## src/rtl/serial_audio_rx.sv

```systemverilog
module serial_audio_rx #(
  parameter int WORD_W      = 16,
  parameter int SYNC_STAGES = 2
) (
  input  logic              clk,
  input  logic              rst_n,
  input  logic              bclk_i,
  input  logic              wsel_i,
  input  logic              sdata_i,
  output logic [WORD_W-1:0] left_o,
  output logic [WORD_W-1:0] right_o,
  output logic              left_vld_o,
  output logic              right_vld_o
);

  localparam int CNT_W = $clog2(WORD_W + 1);
  localparam int TOP   = SYNC_STAGES - 1;

  logic [SYNC_STAGES-1:0] bclk_s, ws_s, sd_s;
  logic                   bclk_d;
  logic                   ws_prev, ws_known;
  logic [WORD_W-1:0]      shreg;
  logic [CNT_W-1:0]       nbits;

  wire bit_tick  = bclk_s[TOP] & ~bclk_d;
  wire ws_now    = ws_s[TOP];
  wire word_end  = bit_tick & ws_known & (ws_now != ws_prev);
  wire word_full = (nbits == CNT_W'(WORD_W));
  wire take      = word_end & word_full;

  generate
    if (SYNC_STAGES == 1) begin : g_sync1
      always_ff @(posedge clk or negedge rst_n)
        if (!rst_n) begin
          bclk_s <= '0;
          ws_s   <= '0;
          sd_s   <= '0;
        end else begin
          bclk_s <= bclk_i;
          ws_s   <= wsel_i;
          sd_s   <= sdata_i;
        end
    end else begin : g_syncn
      always_ff @(posedge clk or negedge rst_n)
        if (!rst_n) begin
          bclk_s <= '0;
          ws_s   <= '0;
          sd_s   <= '0;
        end else begin
          bclk_s <= {bclk_s[TOP-1:0], bclk_i};
          ws_s   <= {ws_s[TOP-1:0], wsel_i};
          sd_s   <= {sd_s[TOP-1:0], sdata_i};
        end
    end
  endgenerate

  always_ff @(posedge clk or negedge rst_n)
    if (!rst_n) bclk_d <= 1'b0;
    else        bclk_d <= bclk_s[TOP];

  always_ff @(posedge clk or negedge rst_n)
    if (!rst_n) begin
      ws_prev  <= 1'b0;
      ws_known <= 1'b0;
      shreg    <= '0;
      nbits    <= '0;
    end else if (bit_tick) begin
      ws_prev  <= ws_now;
      ws_known <= 1'b1;
      shreg    <= {shreg[WORD_W-2:0], sd_s[TOP]};
      if (word_end)        nbits <= CNT_W'(1);
      else if (!word_full) nbits <= nbits + CNT_W'(1);
    end

  always_ff @(posedge clk or negedge rst_n)
    if (!rst_n) begin
      left_o      <= '0;
      right_o     <= '0;
      left_vld_o  <= 1'b0;
      right_vld_o <= 1'b0;
    end else begin
      left_vld_o  <= take & ws_prev;
      right_vld_o <= take & ~ws_prev;
      if (take & ws_prev)  left_o  <= shreg;
      if (take & ~ws_prev) right_o <= shreg;
    end

endmodule

```

## config.mk

```make
export PLATFORM = sky130hd
export DESIGN_NAME = serial_audio_rx
export DESIGN_NICKNAME = d
export VERILOG_FILES = /design/src/rtl/serial_audio_rx.sv
export SDC_FILE = /design/constraint.sdc
export NUM_CORES = 1
export LEC_CHECK = 0
export BUFFER_PORTS_ARGS = -buffer_cell sky130_fd_sc_hd__buf_2
export CORE_MARGIN = 1
export CORE_UTILIZATION = 25
export DETAILED_ROUTE_END_ITERATION = 8
export PLACE_DENSITY_LB_ADDON = 0.3
export RECOVER_POWER = 50
export SLEW_MARGIN = 20
export SYNTH_ARGS = -nofsm -noshare
export SYNTH_HDL_FRONTEND = slang
export SYNTH_SLANG_ARGS = --single-unit
```

## constraint.sdc

```tcl
create_clock -name clk -period 2.3 [get_ports clk]
set_input_delay 0.115 -clock clk [delete_from_list [all_inputs] [get_ports clk]]
set_output_delay 0.115 -clock clk [all_outputs]
set_load 0.1 [all_outputs]
```

==> results.md, run 1 <==
- The estimated wirelength of the detail-placed design is around 3.1 mm.
- The post-route non-filler standard cell count is between 300 and 400.
- The die is 101.2 um wide.
- The global placement routability congestion is around 0.71.
- The hold-critical path depth is 0.
- The first global-routing pass estimated a little under 8 mm of wire.
- The clock latency of the later-clocked register in the worst-skew pair is between 0.3 and 0.4 ns.
- The worst setup path is captured at a flop.
- The total detailed-routing wirelength is around 4.7 mm.
- The total track usage is approximately a tenth.
- STA puts the critical path data required time at approximately 2.5 ns.
- The worst pin sits at a relative slew slack of under 10%.
- Counting flops and latches in the post-synthesis netlist gives 64.
- After synthesis, the mean cell area works out to around 13 um^2.
- Counting the fill cells in the layout gives slightly below 1000.
- TritonCTS built the clock tree.
- The critical path runs through a total of 6 cells.
- For this run, the number of Yosys warnings is 0.
- The number of diodes added for antenna fixing is 0.
- The synthesized netlist contains 24 unique library cells.
- The post-route netlist has a little over a third of its cells at a drive strength greater than 1.
- The worst hold slack after final layout is 0.3496 ns.
- Setup violations remaining at the end of the flow were counted as 0.
- In the synthesized netlist, the cells that appear most often are 64 x dfrtp_1, 51 x nand2_1, 32 x mux2_2.
- Clock-pin slew was measured on the worst setup and hold paths at 0.07 ns.
- The portion of the clock cycle consumed by the worst path in the final layout is slightly above 80%.
- Ranked by total cell area, the synthesized netlist is headed by dfrtp_1 65%, mux2_2 15%, nand2_1 7.8%, nand4bb_4 1.1%, a21oi_1 1.0%.
- During I/O placement, the number of pins put on the boundary was 39.
- After detailed placement, the design holds a cell count of 353.
- The sequential cell area in the final layout is 1602 um^2.
- Walking the worst path, the cells encountered are inv_1 > ha_1 > nand4bb_4 > nor4b_4 > buf_4 > mux2_2.
- Post-CTS timing repair inserted 0 buffers for setup.
- The net count after synthesis is ~190.
- The area taken by multi-input logic gates is about 810 um^2.
- Entering global routing, the biggest net connects 40 pins.
- The number of max-slew violations in the final report is 0.
- The data arrival time at the worst-slack endpoint is roughly 2.1 ns.
- Relative to the synthesized area, the layout overhead comes to 22.56%.
- The largest single stage delay on the critical path is 0.42 ns.
- The tightest min-delay check is of the reg -> reg type.
- The logic depth of the worst register-to-register path is 6.
- The nature of the critical path startpoint is a flop.
- The most frequent cell after synthesis is dfrtp_1.
- In this run the cell area of the synthesized design comes to 2462 um^2.
- The family of cells with the greatest summed delay on the critical path is flip-flops.
- The count of unresolved DRC violations after routing is 0.
- CTS built an H-tree with a depth of 3.
- The dominant synthesized flop cell is dfrtp_1.
- The initialized floorplan defines 35 standard-cell rows.
- The post-layout minimum cycle time is about 1.9 ns.
- The final clock skew is roughly 0.008 ns.
- From bottom edge to top edge, the die measures 101.2 um.
- The flow ran to the end, and the final reports show no timing, DRC or antenna violations.
- For flop-to-flop paths, the worst setup slack is 0.40 ns.
- The synthesized design spends more area on one cell type than any other, namely dfrtp_1.
- In the final routed layout, each cell accounts on average for 12.52 um.
- The start-to-end type of the worst setup path is reg -> reg.
- In this run the worst path has a maximum fanout of 17.
- For the pin with the worst max-slew slack, the measured transition is 1.466 ns.
- The placeable core area is between 9000 and 10000 um^2.
- In this run the power density over the cells is around 750 nW/um^2.
- The count of endpoints failing hold in the final timing report is 0.
- Of the total synthesized cell area, the portion taken by full adders, half adders and majority gates is between 1 and 1.5%.
- Once the floorplan was initialized, standard cells occupied roughly a quarter of the core.
- The number of synthesized flops with an enable pin is 0.
- Clock tree synthesis inserted a total of 9 buffers.
- The critical path's slowest cell is dfrtp_1.
- Derived from the worst setup path, the maximum achievable clock frequency is 0.5262 GHz.
- The number of antenna violations at the first check in global routing is 0.
- The number of buffer and inverter instances along the worst setup path is 2.
- The largest voltage drop on the vdd net is ~0.00035 V.
- The compound-cell area share of the yosys netlist is approximately 2.0%.
- Buffers placed on the I/O ports in this run total 38.
- The number of global-route vias before repair is 1544.
- The detailed-route vias per instance is a little over 4.
- The simple-gate area share of the yosys netlist is between 10% and 20%.
- The number of DRC violations after detailed-routing iteration 0 is 76.
- For this run, the detailed router's first-pass iteration total came to 4.
- Synthesis handed over a netlist of around 190 instances.
- For this run the aggregate overflow at the end of global routing stands at 0.
- The number of max-cap violations is 0.
- At the end of the flow, the number of nets in the layout was about 250.
- In the final timing run, aggregate negative setup slack is 0 ns.
- The maximum count of clock buffers along a single path is 2.
- The combinational family with the most area after synthesis is simple AND/OR/NAND/NOR gates.
- The top-area cell type share of the netlist area is 65.04%.
- The async set-or-reset flop fraction in the synthesized netlist is between 90% and 100%.
- After Yosys synthesis, XOR and XNOR cells account for 0.3557% of the synthesized area.
- The proportion of synthesized area in mux cells is between 10% and 20%.
- The clock net in this run drives a total of 64 sinks.
- For this block, the via count after detailed routing is ~1500.
- The area enclosed by the die boundary is approximately 10000 um^2.
- The remaining antenna violation count is 0.
- The analysis attributes to cell leakage a power of 1.566 nW.
- CTS placed an instance of clkbuf_8 at the clock tree root.
- Of the synthesized area, sequential elements account for approximately 65%.
- Setup repair after global routing left no endpoint under its margin.
==> metal layers <==
metal,part of all wire [%],vias to the layer above,GRT usage (%)
li1,-,731,-
met1,48,771,13.23
met2,46,35,15.18
met3,5.1,7,4.348
met4,1.2,0,3.679
met5,0,-,0
==> report_power, final <==
group	total (W)	switching, W	internal [W]
Clock	0.000781	0.000401	0.000379
Combinational	0.000180	0.000102	0.0000781
Sequential	0.00130	0.0000912	0.00121
Total	0.00226	0.000594	0.00166
==> layout by cell type, fill, tap and decap left out, types with 3 or more instances in the layout <==
master / Yosys / routed
dfrtp_1: 64 / 64
a21oi_1: 5 / 5
mux2_2: 32 / 32
o21ai_0: 5 / 5
dlygate4sd3_1: 0 / 4
clkinv_2: 0 / 3
inv_1: 4 / 4
buf_4: 0 / 4
nand2_1: 51 / 51
clkbuf_8: 0 / 9
buf_2: 0 / 33
clkbuf_1: 4 / 8
==> what timing repair did <==
action                    in CTS  in global routing
hold endpoints to repair      28                  0
hold buffers                   4                  0
gates resized for setup        0                  0
==> logic make-up after synthesis <==
group / count (synthesis)
AOI/OAI and AO/OA: 10
DFF: 64
xor gates and xnor gates: 1
and+or+nand+nor: 67
muxes: 32
buffers and inverters: 10
adders and majority gates: 2
==> cell type report <==
| type | instances | share of cell area, % |
|---|---|---|
| inverter | 4 | 0.4975 |
| timing repair buffer | 48 | 9.204 |
| tap | 129 | 5.348 |
| multi-input combinational | 112 | 26.78 |
| clock buffer | 11 | 4.353 |
| clock inverter | 4 | 0.7463 |
| sequential | 64 | 53.07 |
==> sequential cells by signal, summed over array words and instances (netlist names) <==
register,cells
ws_s,2
ws_known,1
right_vld_o,1
left_o,16
bclk_s,2
shreg,16
bclk_d,1
sd_s,2
ws_prev,1
right_o,16
nbits,5
left_vld_o,1
==> worst paths after layout <==
path	from	to
min in group asynchronous	rst_n	right_o[8]
worst min-delay path	sd_s[0]	sd_s[1]
worst max-delay path	nbits[0]	left_o[13]
max in group asynchronous	rst_n	ws_prev
worst min register to register	sd_s[0]	sd_s[1]
worst max register to register	nbits[0]	left_o[13]
==> per-stage QoR <==
stage          cell area [um^2]  power (W)  setup WS (ns)  util, %
3_5_place_dp               2834   0.001497         0.3989    30.24
6_report                   3018   0.002259         0.3997    32.20
3_3_place_gp               2834   0.001488         0.4493    30.24
4_1_cts                    3028   0.002291         0.3964    32.31
2_1_floorplan              2462   0.001410         0.3885        -
5_1_grt                    3018   0.002388         0.2755    32.20
No activity file was read; power rests on OpenSTA's default activity.
==> inputs of run 2 (changes only) <==
Settings changed: ABC_AREA set to 1.
Clock period 2.3 ns to 1.65 ns, I/O delays scaled along.
==> run 2 against run 1 <==
  * Sequential share of layout area down 3.1 points
  * Non-clock buffer count is 8 higher
  * Wire length rose by 27%
  * Critical path type unchanged
  * Via count is 32% higher
  * Die area is 7.2% higher
  * Utilization down 1.0 points
  * Register-to-register slack lost 0.26 ns
  * First-iteration DRC count shrank 5.3%
==> results.md, run 2 <==
- The flow ran to the end, and the final reports show no timing, DRC or antenna violations.
- The leakage dissipation is 1.802 nW (+15%).
- The fraction of layout instances using a drive strength above 1 is 23.28% (-13 points).
- Yosys attributes the largest share of cell area to dfrtp_1 61%, nand2_1 17%, nand4_1 8.0%, nand3_1 2.3%, buf_4 1.7%.
- The number of synthesized flops with an enable pin is 0 (unchanged).
- The setup slack of the critical path after layout is 0.1383 ns (-0.2614 ns).
- The register bit count reported by yosys is 64 (unchanged).
- The number of max-cap violations was 0 (unchanged).
- The top-area cell type share of the netlist area is 60.58% (-4.5 points).
- The post-layout minimum cycle time was 1.512 ns (-0.3886 ns).
- The clock-pin slew on the worst setup and hold paths came to 0.07 ns (about the same).
- The wire length of the first global-routing pass is 9.942 mm (+26%).
- The transition time at the pin with the least slew margin is 0.8486 ns (-0.6173 ns).
- The mean routed wirelength per cell came to 12.55 um (+0.24%).
- The final clock skew is 0.009918 ns (+0.001901 ns).
- The net count after synthesis is 285 (+48%).
- The compound-cell area share of the yosys netlist was 0.7572% (-1.3 points).
- TritonCTS built the clock tree.
- The critical path's slowest cell is dfrtp_1.
- The fmax came to 0.6615 GHz (+26%).
- The worst hold slack after final layout was 0.3487 ns (-0.0009480 ns).
- The total detailed-routing wirelength came to 5.909 mm (+27%).
- The number of DRC violations after detailed-routing iteration 0 is 72 (-5.3%).
- The area taken by multi-input logic gates is 892.1 um^2 (+10%).
- The total track usage is 11.80% (+1.6 points).
- The global placement routability congestion is 0.7372 (+3.2%).
- The clock latency of the later-clocked register in the worst-skew pair is 0.34 ns (about the same).
- The count of final setup violators is 0 (unchanged).
- The post-synthesis xor/xnor area fraction is 0.3313% (-0.024 points).
- The number of max-slew violations in the final report is 0 (unchanged).
- The cell repeated most along the worst path is nand2_1.
- The signal on the critical path passes through inv_1 > ha_1 > nand2_1 > nor2_4 > buf_4 > nand3_2 > nand2_1 > nand2_1.
- The post-synthesis instance area is 2644 um^2 (+7.4%).
- The number of cells upsized or downsized after cts is 0 (unchanged).
- The TritonCTS buffer count came to 9 (unchanged).
- The worst relative slew slack is 43.43% (+41 points).
- The tree is rooted in a clkbuf_8.
- The number of antenna violations at the first check in global routing is 0 (unchanged).
- The number of fill cells in the layout is 1110 (+12%).
- The number of diodes added for antenna fixing is 0 (unchanged).
- The placeable core area is 10280 um^2 (+9.7%).
- The estimated wirelength of the detail-placed design is 3.813 mm (+23%).
- The combinational family with the most area after synthesis is simple AND/OR/NAND/NOR gates.
- The sequential share of the synthesized area is 60.58% (-4.5 points).
- The first-pass iteration count of the detailed router was 4 (unchanged).
- The number of input and output port buffers inserted was 38 (unchanged).
- The simple-gate area share of the yosys netlist was 31.33% (+17 points).
- The critical path is of the reg -> reg type.
- The final non-filler cell area is 3206 um^2 (+6.2%).
- The maximum count of clock buffers along a single path is 2 (unchanged).
- The data arrival time at the worst-slack endpoint is 1.74 ns (-0.38 ns).
- The sequential cell area in the final layout is 1602 um^2 (unchanged).
- The number of distinct library cell variants in the gate-level netlist after synthesis came to 21 (-13%).
- The count of endpoints failing hold in the final timing report is 0 (unchanged).
- The required time reported for the critical path endpoint was 1.88 ns (-0.64 ns).
- The number of placed I/O pins is 39 (unchanged).
- The horizontal extent of the die is 104.8 um (+3.5%).
- The net count reported at finish is 338 (+37%).
- The worst setup path is launched from a flop.
- The starting density of the core is 25.72% (-0.55 points).
- The largest total area in the synthesized netlist belongs to dfrtp_1.
- The final sum of negative setup slack is 0 ns (unchanged).
- The count of synthesis-stage warnings from yosys is 0 (unchanged).
- The area enclosed by the die boundary came to 10990 um^2 (+7.2%).
- The most frequent cell after synthesis is nand2_1.
- The gate count after technology mapping is 278 (+49%).
- The number of sinks handled by clock tree synthesis is 64 (unchanged).
- The worst setup slack before clock tree synthesis is 0.1053 ns (-0.2936 ns).
- The remaining antenna violation count is 0 (unchanged).
- The detailed-route vias per instance is 4.335 (+4.5%).
- Among all flip-flop cells after synthesis, the most frequent one is dfrtp_1.
- The number of levels the H-tree was split into came to 3 (unchanged).
- The kind of capture point of the worst setup path is a flop.
- The vias after detailed routing came to 2042 (+32%).
- The most frequent standard cell in the layout excluding fill and tap cells is nand2_1.
- The number of global-route vias before repair is 1971 (+28%).
- The proportion of synthesized area in mux cells came to 0% (-15 points).
- The portion of the clock cycle consumed by the worst path in the final layout is 91.62% (+9.0 points).
- The worst min-delay path class is reg -> reg.
- The area share of fa/ha/maj cells after synthesis is 0.9465% (-0.070 points).
- The largest stage delay on the critical path is 0.42 ns (about the same).
- The count of unresolved DRC violations after routing is 0 (unchanged).
- The async set-or-reset flop fraction in the synthesized netlist is 100.0% (unchanged).
- The maximum net fanout on the critical path is 8 (-9).
- The average instance area after synthesis is 9.510 um^2 (-28%).
- The area added between synthesis and finish is 21.25%.
- The pin count of the biggest net entering global routing came to 65 (+63%).
- The number of placement rows is 37 (+5.7%).
- Setup repair after global routing left no endpoint under its margin.
- The area after detailed placement is 3003 um^2 (+6.0%).
- The total congestion overflow after global routing is 0 (unchanged).
- The largest voltage drop on the vdd net is 0.0002937 V (-17%).
- The library cells used most frequently in the layout, excluding fill and tap cells, are 121 x nand2_1, 64 x dfrtp_1, 34 x nand4_1, 34 x buf_2.
- After synthesis, the most frequently instantiated cells are 121 x nand2_1, 64 x dfrtp_1, 34 x nand4_1.
- The power density relative to cell area is 1018 nW/um^2 (+36%).
- The final core area utilization is 31.19% (-1.0 points).
- The vertical die dimension came to 104.8 um (+3.5%).
- The largest registers in the layout are left_o x16, right_o x16, shreg x16.
-- run 2: kinds of logic (layout without fill, tap and decap cells) --
group	Yosys count	after routing
buffers and inverters	30	86
AOI/OAI and AO/OA	4	4
adders and majority gates	2	2
and+or+nand+nor	177	178
DFF	64	64
xor gates and xnor gates	1	1
-- run 2: final cells by class --
| type | instances | area share [%] |
|---|---|---|
| flip-flops and latches | 64 | 49.96 |
| multi-input cells | 185 | 27.83 |
| repair buffers | 56 | 10.34 |
| well taps | 136 | 5.308 |
| clock buffers | 11 | 4.098 |
| inverters | 15 | 1.756 |
| clock inverters | 4 | 0.7026 |
-- run 2: worst max-delay path, delay by kind of cell, from the launching register on --
family / cells / cell delay [ns]
fa+ha+maj: 1 / 0.14
buf+inv: 2 / 0.25
simple gates: 5 / 0.58
flops: 1 / 0.42
-- run 2: layer usage --
metal	part of all wire, %	wire length (um)	track usage [%]
met5	0	0	0
met1	46	2730	14.78
met4	1.3	78	6.237
met3	4.1	241	4.304
met2	48	2858	17.69
-- run 2: final timing paths --
path / from / endpoint / slack, ns / cells after the start
hold / removal: ws_s[0] / ws_s[1] / 0.35 / 0
setup reg to reg: nbits[0] / right_o[10] / 0.14 / 8
min in group asynchronous: rst_n / right_o[14] / 0.50 / 3
setup / recovery: nbits[0] / right_o[10] / 0.14 / 8
hold reg to reg: ws_s[0] / ws_s[1] / 0.35 / 0
max in group asynchronous: rst_n / shreg[1] / 0.61 / 3
-- run 2: timing repair --
item / 4_1_cts / 5_1_grt
endpoints found under the setup margin: 0 / 10
buffers inserted: 0 / 2
hold buffers: 4 / 0
endpoints found under the hold margin: 67 / 0
-- run 2: per-stage QoR --
step                      instances  power [W]
after CTS                       468   0.003320
after global routing            471   0.003455
after detailed placement        449   0.002172
after floorplan                 278   0.002048
after global placement          449   0.002162
final                           471   0.003263
-- run 2: where the power goes --
group	total (W)	internal [W]	switching, W	leakage (nW)
Combinational	0.000332	0.000114	0.000218	0.864
Clock	0.00112	0.000529	0.000589	0.0789
Sequential	0.00181	0.00168	0.000134	0.858
==> inputs of run 3 (changes only) <==
--- a/config.mk
+++ b/config.mk
@@ -8,4 +8,5 @@
 export ABC_AREA = 1
 export BUFFER_PORTS_ARGS = -buffer_cell sky130_fd_sc_hd__buf_2
+export CAP_MARGIN = 30
 export CORE_MARGIN = 1
 export CORE_UTILIZATION = 25
@@ -17,2 +18,3 @@
 export SYNTH_HDL_FRONTEND = slang
 export SYNTH_SLANG_ARGS = --single-unit
+export TNS_END_PERCENT = 10
==> constraint.sdc (replaced) <==
create_clock -name clk -period 1.65 [get_ports clk]
set_input_delay 0.0825 -clock clk [delete_from_list [all_inputs] [get_ports clk]]
set_output_delay 0.0825 -clock clk [all_outputs]
set_load 0.05 [all_outputs]
==> run 3 against run 2 <==
  * Sequential share of layout area grew 0.49 points
  * Register-to-register slack gained 0.03 ns
  * Flip-flop and latch count is the same
  * Non-clock buffer count shrank 2
  * First-iteration DRC count grew 5.6%
  * Fmax grew 2.0%
  * Utilization shrank 0.30 points
  * Global-route usage is the same
  * Design area shrank 0.98%
  * Highest routed layer unchanged
  * Clock power is essentially flat
  * Critical path depth shrank 1
  * Worst setup slack gained 0.029 ns
  * Largest power group unchanged
==> results.md, run 3 (synthesis gave the netlist of run 2 again) <==
- The run finished with clean final reports.
- The horizontal extent of the die is 104.8 um (unchanged).
- The leakage dissipation is 1.773 nW (-1.6%).
- The count of final setup violators is 0 (unchanged).
- Counting stages on the worst path, the most repeated cell is nand2_1.
- The number of antenna violations at the first check in global routing is 0 (unchanged).
- The largest stage delay on the critical path came to 0.42 ns (about the same).
- The worst relative slew slack is 43.14% (-0.28 points).
- The number of max-slew violations in the final report is 0 (unchanged).
- Relative to the synthesized area, the layout overhead comes to 20.07%.
- The vias after detailed routing is 2027 (-0.73%).
- In the final layout, the registers with the most flip-flops are left_o x16, right_o x16, shreg x16.
- The kind of capture point of the worst setup path is a flop.
- The min-delay analysis places its worst path in the category reg -> reg.
- The TritonCTS buffer count is 9 (unchanged).
- The maximum count of clock buffers along a single path was 2 (unchanged).
- The total track usage is 11.80% (unchanged).
- The starting density of the core is 25.72% (unchanged).
- The number of DRC violations after detailed-routing iteration 0 came to 76 (+5.6%).
- The largest individual stage delay along the critical path comes from the cell dfrtp_1.
- In this design, the largest share of critical-path delay is due to simple AND/OR/NAND/NOR gates.
- The first-pass iteration count of the detailed router came to 4 (unchanged).
- The number of fill cells in the layout was 1108 (-0.18%).
- The setup slack of the critical path after layout was 0.1674 ns (+0.02915 ns).
- The post-layout minimum cycle time came to 1.483 ns (-0.02915 ns).
- The number of buffer and inverter instances along the worst setup path was 1 (-1).
- The worst setup slack before clock tree synthesis was 0.1053 ns (unchanged).
- The fraction of layout instances using a drive strength above 1 is 21.08% (-2.2 points).
- The start-to-end type of the worst setup path is reg -> reg.
- The pin count of the biggest net entering global routing is 65 (unchanged).
- The clock tree from TritonCTS is yes.
- The number of levels the H-tree was split into is 3 (unchanged).
- The power density relative to cell area was 1025 nW/um^2 (+0.71%).
- The mean routed wirelength per cell is 12.35 um (-1.6%).
- The count of unresolved DRC violations after routing is 0 (unchanged).
- Leaving out fill and tap cells, the most frequent cell in the layout is nand2_1.
- The transition time at the pin with the least slew margin is 0.8528 ns (+0.004262 ns).
- The signal on the critical path passes through inv_1 > ha_1 > nand2_1 > nor2_4 > nand3_4 > nand2_1 > nand2_1.
- The vertical die dimension is 104.8 um (unchanged).
- The data arrival time at the worst-slack endpoint is 1.72 ns (-0.02 ns).
- Setup repair after global routing could not meet its margin everywhere.
- The final non-filler cell area came to 3174 um^2 (-0.98%).
- The required time reported for the critical path endpoint is 1.89 ns (about the same).
- The total congestion overflow after global routing is 0 (unchanged).
- The number of input and output port buffers inserted came to 38 (unchanged).
- The maximum net fanout on the critical path is 17 (+9).
- The portion of the clock cycle consumed by the worst path in the final layout came to 89.85% (-1.8 points).
- The nature of the critical path startpoint is a flop.
- The number of placed I/O pins was 39 (unchanged).
- The total detailed-routing wirelength is 5.778 mm (-2.2%).
- The final clock skew is 0.009722 ns (-0.0001964 ns).
- The number of placement rows was 37 (unchanged).
- The number of global-route vias before repair is 1971 (unchanged).
- The detailed-route vias per instance is 4.331 (about the same).
- The clock-pin slew on the worst setup and hold paths is 0.07 ns (about the same).
- The fmax is 0.6745 GHz (+2.0%).
- The net count reported at finish is 335 (-0.89%).
- The wire length of the first global-routing pass is 9.942 mm (unchanged).
- The number of sinks handled by clock tree synthesis is 64 (unchanged).
- The number of max-cap violations is 0 (unchanged).
- The clock latency of the later-clocked register in the worst-skew pair is 0.34 ns (about the same).
- The tree is rooted in a clkbuf_8.
- The global placement routability congestion is 0.7372 (unchanged).
- The count of endpoints failing hold in the final timing report is 0 (unchanged).
- The area after detailed placement came to 3003 um^2 (unchanged).
- The largest voltage drop on the vdd net is 0.0003017 V (+2.7%).
- The estimated wirelength of the detail-placed design is 3.813 mm (unchanged).
- The number of diodes added for antenna fixing is 0 (unchanged).
- The placeable core area came to 10280 um^2 (unchanged).
- The total setup buffers inserted after CTS is 0 (unchanged).
- The top cell types in the final layout, fill and taps aside, are 121 x nand2_1, 64 x dfrtp_1, 34 x nand4_1.
- The remaining antenna violation count is 0 (unchanged).
- The number of cells upsized or downsized after cts was 0 (unchanged).
- The area enclosed by the die boundary was 10990 um^2 (unchanged).
## run 3: timing repair
item / 4_1_cts / 5_1_grt
hold buffers: 4 / 0
endpoints found under the setup margin: 0 / 10
endpoints found under the hold margin: 67 / 0
## run 3: path summary, 6_finish.rpt
kind	end	cells past startpoint	slack [ns]	start
max reg2reg	left_o[6]	7	0.17	nbits[0]
max in group asynchronous	shreg[13]	3	0.60	rst_n
min reg2reg	ws_s[1]	0	0.35	ws_s[0]
max	left_o[6]	7	0.17	nbits[0]
min	ws_s[1]	0	0.35	ws_s[0]
min in group asynchronous	right_o[14]	3	0.50	rst_n
## run 3: stage by stage
step	power [W]	setup TNS [ns]	utilization (%)	instances	hold slack (ns)
floorplan	0.002046	0	-	278	-0.2131
global placement	0.002160	0	29.22	449	0.1287
detailed placement	0.002170	0	29.22	449	0.1256
CTS	0.003318	0	31.11	468	0.2900
global route	0.003448	-0.002897	30.89	468	0.3575
finish	0.003255	0	30.89	468	0.3487
## run 3: layout make-up
type	instances	area, um^2	share of cell area [%]
inverters	15	56.30	1.774
flip-flops and latches	64	1602	50.45
clock inverters	4	22.52	0.7095
repair buffers	54	310.3	9.775
well taps	136	170.2	5.361
clock buffers	11	131.4	4.139
multi-input cells	184	882.1	27.79
## run 3: per-layer routing
layer | share of wire, % | track usage [%]
met3 | 4.4 | 4.304
met5 | 0 | 0
met1 | 47 | 14.78
met4 | 2.9 | 6.237
met2 | 45 | 17.69
## run 3: worst register-to-register path, delay by kind of cell, from the launching register on
family | cells | cell delay [ns]
simple gates | 5 | 0.73
flops | 1 | 0.42
fa+ha+maj | 1 | 0.14
buf+inv | 1 | 0.09
## run 3: report_power, final
part,leakage [nW],internal [W],switching (W)
registers,0.858,0.00168,0.000134
clock network,0.0789,0.000529,0.000585
logic,0.836,0.000114,0.000214
total,1.77,0.00232,0.000932
